File: config.mk
export PLATFORM = sky130hd
export DESIGN_NAME = dma_req_ctrl
export DESIGN_NICKNAME = d
export VERILOG_FILES = /design/src/rtl/dmarq_pkg.sv /design/src/rtl/dmarq_cmd_decode.sv /design/src/rtl/dmarq_mask_reg.sv /design/src/rtl/dmarq_req_reg.sv /design/src/rtl/dmarq_mode_bank.sv /design/src/rtl/dma_req_ctrl.sv
export SDC_FILE = /design/constraint.sdc
export NUM_CORES = 1
export LEC_CHECK = 0
export BUFFER_PORTS_ARGS = -buffer_cell sky130_fd_sc_hd__buf_2
export CORE_AREA = 5 5 70 72
export CTS_CLUSTER_DIAMETER = 150
export CTS_CLUSTER_SIZE = 30
export DETAILED_ROUTE_END_ITERATION = 8
export DIE_AREA = 0 0 75 77
export MAX_ROUTING_LAYER = met4
export PLACE_DENSITY = 0.84
export SLEW_MARGIN = 20
export SYNTH_ARGS = -nofsm -noshare
export SYNTH_HDL_FRONTEND = slang
export SYNTH_SLANG_ARGS = --single-unit
File: constraint.sdc
create_clock -name clk -period 1.3 [get_ports clk]
set_input_delay 0.065 -clock clk [delete_from_list [all_inputs] [get_ports clk]]
set_output_delay 0.065 -clock clk [all_outputs]
set_load 0.01 [all_outputs]
File: src/rtl/dmarq_pkg.sv
package dmarq_pkg;

    localparam int NCH   = 4;               // channels
    localparam int DW    = 8;               // data bus width
    localparam int AW    = 4;               // address width
    localparam int CW    = $clog2(NCH);     // channel select width
    localparam int MW    = DW - CW;         // stored mode word width
    localparam int FILLW = DW - NCH;        // readback fill width

    typedef enum logic [2:0] {
        CMD_NONE,
        CMD_MASK_ONE,
        CMD_MASK_ALL,
        CMD_MASK_CLR,
        CMD_MCLR,
        CMD_REQ,
        CMD_MODE
    } cmd_e;

    typedef struct packed {
        logic [1:0] tmode;   // 00 demand, 01 single, 10 block, 11 cascade
        logic       dec;     // address decrement
        logic       autoi;   // auto-initialize
        logic [1:0] ttype;   // 00 verify, 01 write, 10 read
    } mode_t;

endpackage

File: src/rtl/dmarq_cmd_decode.sv
module dmarq_cmd_decode
    import dmarq_pkg::*;
(
    input  logic          wr_en,
    input  logic [AW-1:0] addr,
    output cmd_e          cmd
);

    always_comb begin
        cmd = CMD_NONE;
        if (wr_en) begin
            unique casez (addr)
                4'b0000: cmd = CMD_MASK_ONE;
                4'b0001: cmd = CMD_MASK_ALL;
                4'b0010: cmd = CMD_MASK_CLR;
                4'b0011: cmd = CMD_MCLR;
                4'b0100: cmd = CMD_REQ;
                4'b10??: cmd = CMD_MODE;
                default: cmd = CMD_NONE;
            endcase
        end
    end

endmodule

File: src/rtl/dmarq_mask_reg.sv
module dmarq_mask_reg
    import dmarq_pkg::*;
(
    input  logic           clk,
    input  logic           rst,
    input  cmd_e           cmd,
    input  logic [NCH-1:0] wbits,    // data bits 3:0
    input  logic [NCH-1:0] eop,
    input  logic [NCH-1:0] autoi,
    output logic [NCH-1:0] mask
);

    logic [NCH-1:0] sw_next;
    logic [NCH-1:0] eop_set;

    assign eop_set = eop & ~autoi;

    always_comb begin
        sw_next = mask;
        unique case (cmd)
            CMD_MASK_ONE: sw_next[wbits[CW-1:0]] = wbits[CW];
            CMD_MASK_ALL: sw_next = wbits;
            CMD_MASK_CLR: sw_next = '0;
            CMD_MCLR:     sw_next = '1;
            default:      sw_next = mask;
        endcase
    end

    always_ff @(posedge clk) begin
        if (rst) mask <= '1;
        else     mask <= sw_next | eop_set;   // end-of-process wins
    end

    assert_eop_sets_R9: assert property (@(posedge clk) disable iff (rst)
        1'b1 |=> ((mask & $past(eop & ~autoi)) == $past(eop & ~autoi)));

    assert_clear_all_R4: assert property (@(posedge clk) disable iff (rst)
        (cmd == CMD_MASK_CLR && eop == '0) |=> (mask == '0));

    assert_mclr_mask_R5: assert property (@(posedge clk) disable iff (rst)
        (cmd == CMD_MCLR) |=> (mask == '1));

endmodule

File: src/rtl/dmarq_req_reg.sv
module dmarq_req_reg
    import dmarq_pkg::*;
(
    input  logic           clk,
    input  logic           rst,
    input  cmd_e           cmd,
    input  logic [CW:0]    wbits,    // data bits 2:0
    output logic [NCH-1:0] req
);

    logic [NCH-1:0] req_next;

    always_comb begin
        req_next = req;
        unique case (cmd)
            CMD_REQ:  req_next[wbits[CW-1:0]] = wbits[CW];
            CMD_MCLR: req_next = '0;
            default:  req_next = req;
        endcase
    end

    always_ff @(posedge clk) begin
        if (rst) req <= '0;
        else     req <= req_next;
    end

    assert_mclr_req_R5: assert property (@(posedge clk) disable iff (rst)
        (cmd == CMD_MCLR) |=> (req == '0));

    assert_req_set_R6: assert property (@(posedge clk) disable iff (rst)
        (cmd == CMD_REQ && wbits[CW]) |=> ($countones(req) >= 1));

endmodule

File: src/rtl/dmarq_mode_bank.sv
module dmarq_mode_bank
    import dmarq_pkg::*;
(
    input  logic              clk,
    input  logic              rst,
    input  cmd_e              cmd,
    input  logic [DW-1:0]     wdata,
    output mode_t [NCH-1:0]   mode
);

    for (genvar c = 0; c < NCH; c++) begin : g_ch
        always_ff @(posedge clk) begin
            if (rst)
                mode[c] <= '0;
            else if (cmd == CMD_MODE && wdata[CW-1:0] == CW'(c))
                mode[c] <= mode_t'(wdata[DW-1:CW]);
        end

        assert_mode_store_R7: assert property (@(posedge clk) disable iff (rst)
            (cmd == CMD_MODE && wdata[CW-1:0] == CW'(c))
            |=> (mode[c] == $past(wdata[DW-1:CW])));
    end

endmodule

File: src/rtl/dma_req_ctrl.sv
module dma_req_ctrl
    import dmarq_pkg::*;
(
    input  logic         clk,
    input  logic         rst,
    input  logic         wr_en,
    input  logic         rd_en,
    input  logic [3:0]   addr,
    input  logic [7:0]   wdata,
    output logic [7:0]   rdata,
    input  logic [3:0]   dreq,
    input  logic [3:0]   eop,
    output logic [3:0]   eff_req,
    output logic [7:0]   xfer_type,
    output logic [3:0]   auto_init,
    output logic [3:0]   addr_dec,
    output logic [7:0]   xfer_mode
);

    cmd_e            cmd;
    logic [NCH-1:0]  mask;
    logic [NCH-1:0]  sw_req;
    mode_t [NCH-1:0] mode;
    logic [DW-1:0]   rd_next;

    dmarq_cmd_decode u_dec (
        .wr_en (wr_en),
        .addr  (addr),
        .cmd   (cmd)
    );

    dmarq_mask_reg u_mask (
        .clk   (clk),
        .rst   (rst),
        .cmd   (cmd),
        .wbits (wdata[NCH-1:0]),
        .eop   (eop),
        .autoi (auto_init),
        .mask  (mask)
    );

    dmarq_req_reg u_req (
        .clk   (clk),
        .rst   (rst),
        .cmd   (cmd),
        .wbits (wdata[CW:0]),
        .req   (sw_req)
    );

    dmarq_mode_bank u_mode (
        .clk   (clk),
        .rst   (rst),
        .cmd   (cmd),
        .wdata (wdata),
        .mode  (mode)
    );

    for (genvar c = 0; c < NCH; c++) begin : g_fields
        assign xfer_type[2*c +: 2] = mode[c].ttype;
        assign xfer_mode[2*c +: 2] = mode[c].tmode;
        assign auto_init[c]        = mode[c].autoi;
        assign addr_dec[c]         = mode[c].dec;
    end

    always_comb begin
        unique casez (addr)
            4'b0000: rd_next = {{FILLW{1'b1}}, mask};
            4'b0100: rd_next = {{FILLW{1'b1}}, sw_req};
            4'b10??: rd_next = {mode[addr[CW-1:0]], {CW{1'b1}}};
            default: rd_next = '1;
        endcase
    end

    always_ff @(posedge clk) begin
        if (rst) begin
            rdata   <= '0;
            eff_req <= '0;
        end else begin
            if (rd_en) rdata <= rd_next;
            eff_req <= (dreq & ~mask) | sw_req;
        end
    end

    assert_sw_bypass_R11: assert property (@(posedge clk) disable iff (rst)
        1'b1 |=> ((eff_req & $past(sw_req)) == $past(sw_req)));

    assert_mask_blocks_R11: assert property (@(posedge clk) disable iff (rst)
        1'b1 |=> ((eff_req & $past(mask & ~sw_req)) == '0));

    assert_mask_fill_R8: assert property (@(posedge clk) disable iff (rst)
        (rd_en && addr == 4'h0) |=> (rdata[7:4] == 4'hF));

    assert_mode_fill_R8: assert property (@(posedge clk) disable iff (rst)
        (rd_en && addr[3:2] == 2'b10) |=> (rdata[1:0] == 2'b11));

    assert_rd_hold_R8: assert property (@(posedge clk) disable iff (rst)
        !rd_en |=> $stable(rdata));

endmodule

# After elaboration in Yosys (flattened, before gate mapping)
# Index checks and enable logic that the tools add are counted.
[word_totals]
regBits = 44
latch_bits = 0
mem_bits_rw = 0
rom_bits = 0
output_inout_bits = 36
wordCells = 62
n_memories = 0
[op_classes]
addsub = 0
multipliers = 0
n_div = 0
magnitude_cmp = 3
eq_ne = 14
shifts = 0
muxes = 11
bitwise_logic = 6
n_reduce_logical = 8
[ops]
columns = ["op", "count"]
rows = [
  ["case mux 8 bit (3 select lines)", 1],
  ["case mux 3 bit (6 select lines)", 1],
  ["case mux 4 bit (4 select lines)", 1],
  ["binary-select mux 6 bit (select 2 bit)", 1],
  ["equality test 3 bit, second input constant", 3],
  ["bitwise AND 4 bit", 2],
  ["bitwise mux 4 bit", 2],
  ["equality test 4 x 2 -> 1 bit, second input constant", 2],
  ["inverter 4 bit", 2],
  ["bitwise OR 4 bit", 2],
  ["case mux 4 bit (2 select lines)", 1],
  ["equality test 2 bit, second input constant", 3],
  ["equality test 3 x 2 -> 1 bit, second input constant", 2],
  ["less-than comparator 2 x 3 -> 1 bit, second input constant", 2],
  ["2-to-1 mux 6 bit", 1],
  ["logical AND 1 bit", 5],
  ["equality test 4 x 1 -> 1 bit, second input constant", 1],
  ["equality test 4 x 3 -> 1 bit, second input constant", 1],
  ["logical NOT 4 bit", 1],
  ["equality test 3 x 1 -> 1 bit, second input constant", 1],
  ["2-to-1 mux 3 bit", 1],
  ["demux 1 bit (select 2 bit)", 1],
  ["equality test 2 x 1 -> 1 bit, second input constant", 1],
  [">= comparator 2 x 1 -> 1 bit, second input constant", 1],
  ["other kinds (3)", 3],
]

# Logic depth before layout (Yosys ltp)
[depth]
ltp_word = 7
depth_mapped = 6
ltp_nobuf = 4

# By module
# A second synthesis with hierarchy kept.
[hier_totals]
cells_unflattened = 230
hier_area_um2 = 2247.2
[modules_own_cells]
columns = ["mod", "n_inst", "cells_per_inst", "area_each_um2", "seq_area_each_um2"]
rows = [
  ["dmarq_mode_bank", 1, 89, 992.2, 480.5],
  ["dma_req_ctrl", 1, 73, 670.6, 240.2],
  ["dmarq_mask_reg", 1, 38, 320.3, 80.1],
  ["dmarq_req_reg", 1, 21, 206.4, 80.1],
  ["dmarq_cmd_decode", 1, 9, 57.6, 0.0],
]

# Worst setup path before layout
# Ideal clock, no wire load.
[synth_timing]
path_kind = "input to register"
startpoint = "input addr[1]"
endpoint = "register u_req.req[1]"
setup_ps = 123
arrival_ps = 1021
required_time_ps = 1177
path_slack_ps = 156
stages = 5
path_cell_list = "buf_2 -> or3b_1 -> a21oi_1 -> o2bb2ai_1 -> o2bb2ai_1"
[synth_between]
elab_chain_cells = 5
elab_cells_between_ends = 11
[synth_rtl]
columns = ["item", "line_no", "source"]
rows = [
  ["start: declaration", "dma_req_ctrl.sv:8", "input logic [3:0] addr,"],
  ["equality test 4 x 3 -> 1 bit, or another cell as far along", "dmarq_cmd_decode.sv:12", "unique casez (addr)"],
  ["case mux 3 bit (6 select lines) (*)", "dmarq_cmd_decode.sv:12", ""],
  ["2-to-1 mux 3 bit (*)", "dmarq_cmd_decode.sv:11", "if (wr_en) begin"],
  ["equality test 3 bit", "dmarq_req_reg.sv:15", "unique case (cmd)"],
  ["case mux 4 bit (2 select lines) or nonzero test 2 bit (tied branches)", "-", ""],
  ["end signal: assignment", "dmarq_req_reg.sv:24", "else req <= req_next;"],
  ["end: declaration", "dmarq_req_reg.sv:8", "output logic [NCH-1:0] req"],
]
# Every way passes the cells marked *; elsewhere a longest branch is shown, timed or not.
# A chain may end at the register's enable or synchronous reset.

# Worst setup path after layout
[layout_timing]
startpoint = "register u_mask.mask[3]"
endpoint = "register u_mask.mask[3]"
[layout_between]
elab_chain_cells = 3
[layout_rtl]
columns = ["item", "line_no", "source"]
rows = [
  ["start: declaration", "dmarq_mask_reg.sv:10", "output logic [NCH-1:0] mask"],
  ["start signal: assignment", "dmarq_mask_reg.sv:31", "else mask <= sw_next | eop_set;"],
  ["bitwise mux 4 bit", "dmarq_mask_reg.sv:21", "CMD_MASK_ONE: sw_next[wbits[CW-1:0]] = wbits[CW];"],
  ["case mux 4 bit (4 select lines) (*)", "dmarq_mask_reg.sv:20", "unique case (cmd)"],
  ["bitwise OR 4 bit (*)", "dmarq_mask_reg.sv:31", ""],
]
# Marks and branches as above.

==> flow_summary_export.csv <==
group,metric,value,unit
outcome,status,"finished clean",
routing,routedWlPerCell,16.1,um
place,post-place-cells,343,
final_layout,diodes,0,
critical_path,r2r_slack,0.12,ns
die,die_w,75,um
routing,viasPerCell,5.55,
clocking,clock-sinks,44,
pwr,seqPwrFrac,43.9,%
global_routing,grt_first_pass_wirelength,9180,um
job,cap_viol_max_count,0,
min_path,min_delay_worst_endpoint,"eff_req[0]",
final_layout,multi_input_area,1040,um2
final_layout,layout.nets,325,
critical_path,critPathRequiredTime,1.48,ns
clocking,root_buffer,"clkbuf_8",
routing,dr.pass1.iters,4,
logic_synthesis,syn-num-nets,254,
logic_synthesis,synthArstFlopShare,0,%
logic_synthesis,syn_area,2030,um2
routing,totalWireLength,5700,um
die,initial_core_util,48.0,%
logic_synthesis,synthDistinctLibCells,38,
pwr,p_int,2.49,mW
final_layout,final_area,2640,um2
min_path,hold_depth,3,
timing,finalClockSkew,0.00700,ns
global_routing,grtUsageTotal,21.1,%
place,post-place-ws,-0.0122,ns
die,die_height,77,um
logic_synthesis,yosys.area_share.adder,0,%
logic_synthesis,ys_seq_area_share,43.3,%
global_routing,grt_pass1_vias,1897,
logic_synthesis,yosys-top-cells-area,"dfxtp_1 43%, a21oi_1 5.9%, nor2_1 5.0%",
clocking,cts_tree,"built",
pwr,p_leak,1.18,nW
place,dp_hpwl,4150,um
timing,worst_pin_slew,0.466,ns
logic_synthesis,synth.ff_latch_count,44,
final_layout,utilization,62.4,%
critical_path,critical_path_arrival,1.36,ns
logic_synthesis,yosys.area_share.simple,16.1,%
logic_synthesis,synth_enable_flop_cells,0,
die,rows,24,
global_routing,grt_max_degree,28,
critical_path,path_max_fanout,4,
pwr,power.share.clock,45.6,%
pwr,ir_worst_vdd,0.663,mV
logic_synthesis,synth-compound-area-share,22.0,%
clocking,cts-hold-fix-buffers,3,
critical_path,rr_worst_depth,3,
timing,maxSlewHeadroom,68.8,%
logic_synthesis,syn_area_per_cell,8.85,um2
timing,setup_viol,0,
pwr,p_sw,0.702,mW
routing,vias,1963,
final_layout,nFillCells,374,
place,io_buffers,59,
timing,period_minus_slack,1.18,ns
final_layout,final_cells,354,
clocking,numCtsBuffers,5,
die,io-pin-count,60,
die,design.core.area,4230,um2
logic_synthesis,muxShareOfSynthArea,13.0,%
min_path,min_from,"dreq[0]",
routing,drc,0,
critical_path,r2r_end,"u_mask.mask[3]",
die,dieArea,5780,um2
clocking,post_cts.repair.setup_buffers,0,
logic_synthesis,yosysWarnings,0,
timing,drv_slew,0,
global_routing,grt_overflow,0,
logic_synthesis,synth_xor_area_share,0,%
pwr,combPwrFrac,10.6,%
place,dpl_cell_area,2450,um2
clocking,postCtsResizedCells,0,
critical_path,endpoint_kind,"register",
timing,fin_ws,0.116,ns
critical_path,cp-start-kind,"register",
clocking,h-tree-depth,2,
final_layout,register_area,881,um2
final_layout,area_growth,29.9,%
critical_path,critPathKind,"register to register",
routing,antenna_left,0,
clocking,clock_latency,0.30,ns
pwr,switching_share,22.0,%
final_layout,final_layout_size_suffix_gt1_share,33.4,%
logic_synthesis,synth_top_family_by_area,"compound AO/OA/AOI/OAI gates",
clocking,clockBufferDepth,2,
pwr,power_density,1210,nW/um2
final_layout,layout_common_cells,"59 x buf_2, 44 x dfxtp_1, 27 x nor2_1, 24 x a21oi_1, 23 x nand2_1",
timing,rsz0062_at_grt,"no",
logic_synthesis,yosys.area.top_type,"dfxtp_1",
min_path,hold_class,"input pin to register",
final_layout,mostFrequentLayoutCell,"buf_2",
global_routing,antenna_found_initial,0,
critical_path,r2r-start,"u_mask.mask[3]",
timing,period_share,91.1,%
timing,hold_viol_final,0,
routing,first_iter_violations,147,
clocking,clk_pin_slew,0.09,ns
place,gp_congestion,0.859,
logic_synthesis,syn_inst,230,
logic_synthesis,synth_ff_type,"dfxtp_1",
timing,fmax,0.844,GHz
pwr,power,3.19,mW
logic_synthesis,synth_top_area_share,43.3,%
## power groups by stage
stage,Clock [mW],Combinational (mW),Sequential (mW)
after floorplan,0,0.176,1.44
after global placement,0,0.322,1.43
after detailed placement,0,0.328,1.43
after CTS,1.46,0.337,1.40
after global routing,1.51,0.371,1.40
final,1.45,0.337,1.40
## cell type report
| cell class | count | area share, % |
|---|---|---|
| well taps | 52 | 2.46 |
| clock buffers | 5 | 2.60 |
| clock inverters | 3 | 3.41 |
| inverters | 8 | 1.14 |
| repair buffers | 81 | 17.7 |
| multi-input cells | 161 | 39.3 |
| flip-flops and latches | 44 | 33.3 |
## worst max-delay path by stage
stage                   start  depth (start not counted)  slack [ns]              to
2_1_floorplan         addr[1]                          5        0.16    u_req.req[1]
3_3_place_gp          addr[1]                          5        0.03    u_req.req[2]
3_5_place_dp          addr[1]                          5       -0.01    u_req.req[3]
4_1_cts        u_mask.mask[3]                          3        0.12  u_mask.mask[3]
5_1_grt        u_mask.mask[3]                          3        0.03  u_mask.mask[3]
6_report       u_mask.mask[3]                          3        0.12  u_mask.mask[3]
## registers in the layout, summed over array words and instances (netlist names)
| signal | count |
|---|---|
| eff_req | 4 |
| rdata | 8 |
| u_mask.mask | 4 |
| u_mode.mode | 24 |
| u_req.req | 4 |
## per-layer routing
layer  part of all wire (%)  global-route usage (%)  up-vias
met1                     43                    27.4      909
met2                     48                    33.3       81
met4                    1.1                    5.34        0
met3                    8.0                    4.05        6
met5                      0                       -        -
li1                       -                       -      967
## logic make-up after synthesis
family	count (synthesis)
DFF	44
muxes	20
and+or+nand+nor	70
buffers and inverters	25
AOI/OAI and AO/OA	71
## worst max-delay path, cell delays in order, from the launching register on
cell and delay, ns:
dfxtp_1 0.36, mux2_2 0.28, a222oi_1 0.31, nand3_1 0.11
## stage by stage
step	setup TNS [ns]	hold WS, ns
finish	0	0.00430
floorplan	0	0.188
detailed placement	-0.0282	0.307
global route	0	0.0188
global placement	0	0.299
CTS	0	0.00605
## cell usage after synthesis, types with 2 or more instances
cell,n
a211oi_1,5
a21oi_1,24
a222oi_1,3
a31oi_1,3
buf_2,4
buf_4,2
clkbuf_1,10
dfxtp_1,44
inv_1,8
mux2_2,4
mux2_4,2
mux2i_1,10
mux4_2,4
nand2_1,23
nand2b_1,4
nand3_1,3
nand3b_1,2
nor2_1,27
o21ai_0,18
o22ai_1,4
o2bb2ai_1,8
or3b_1,2
Note: power is estimated with default switching activity, not from simulation.
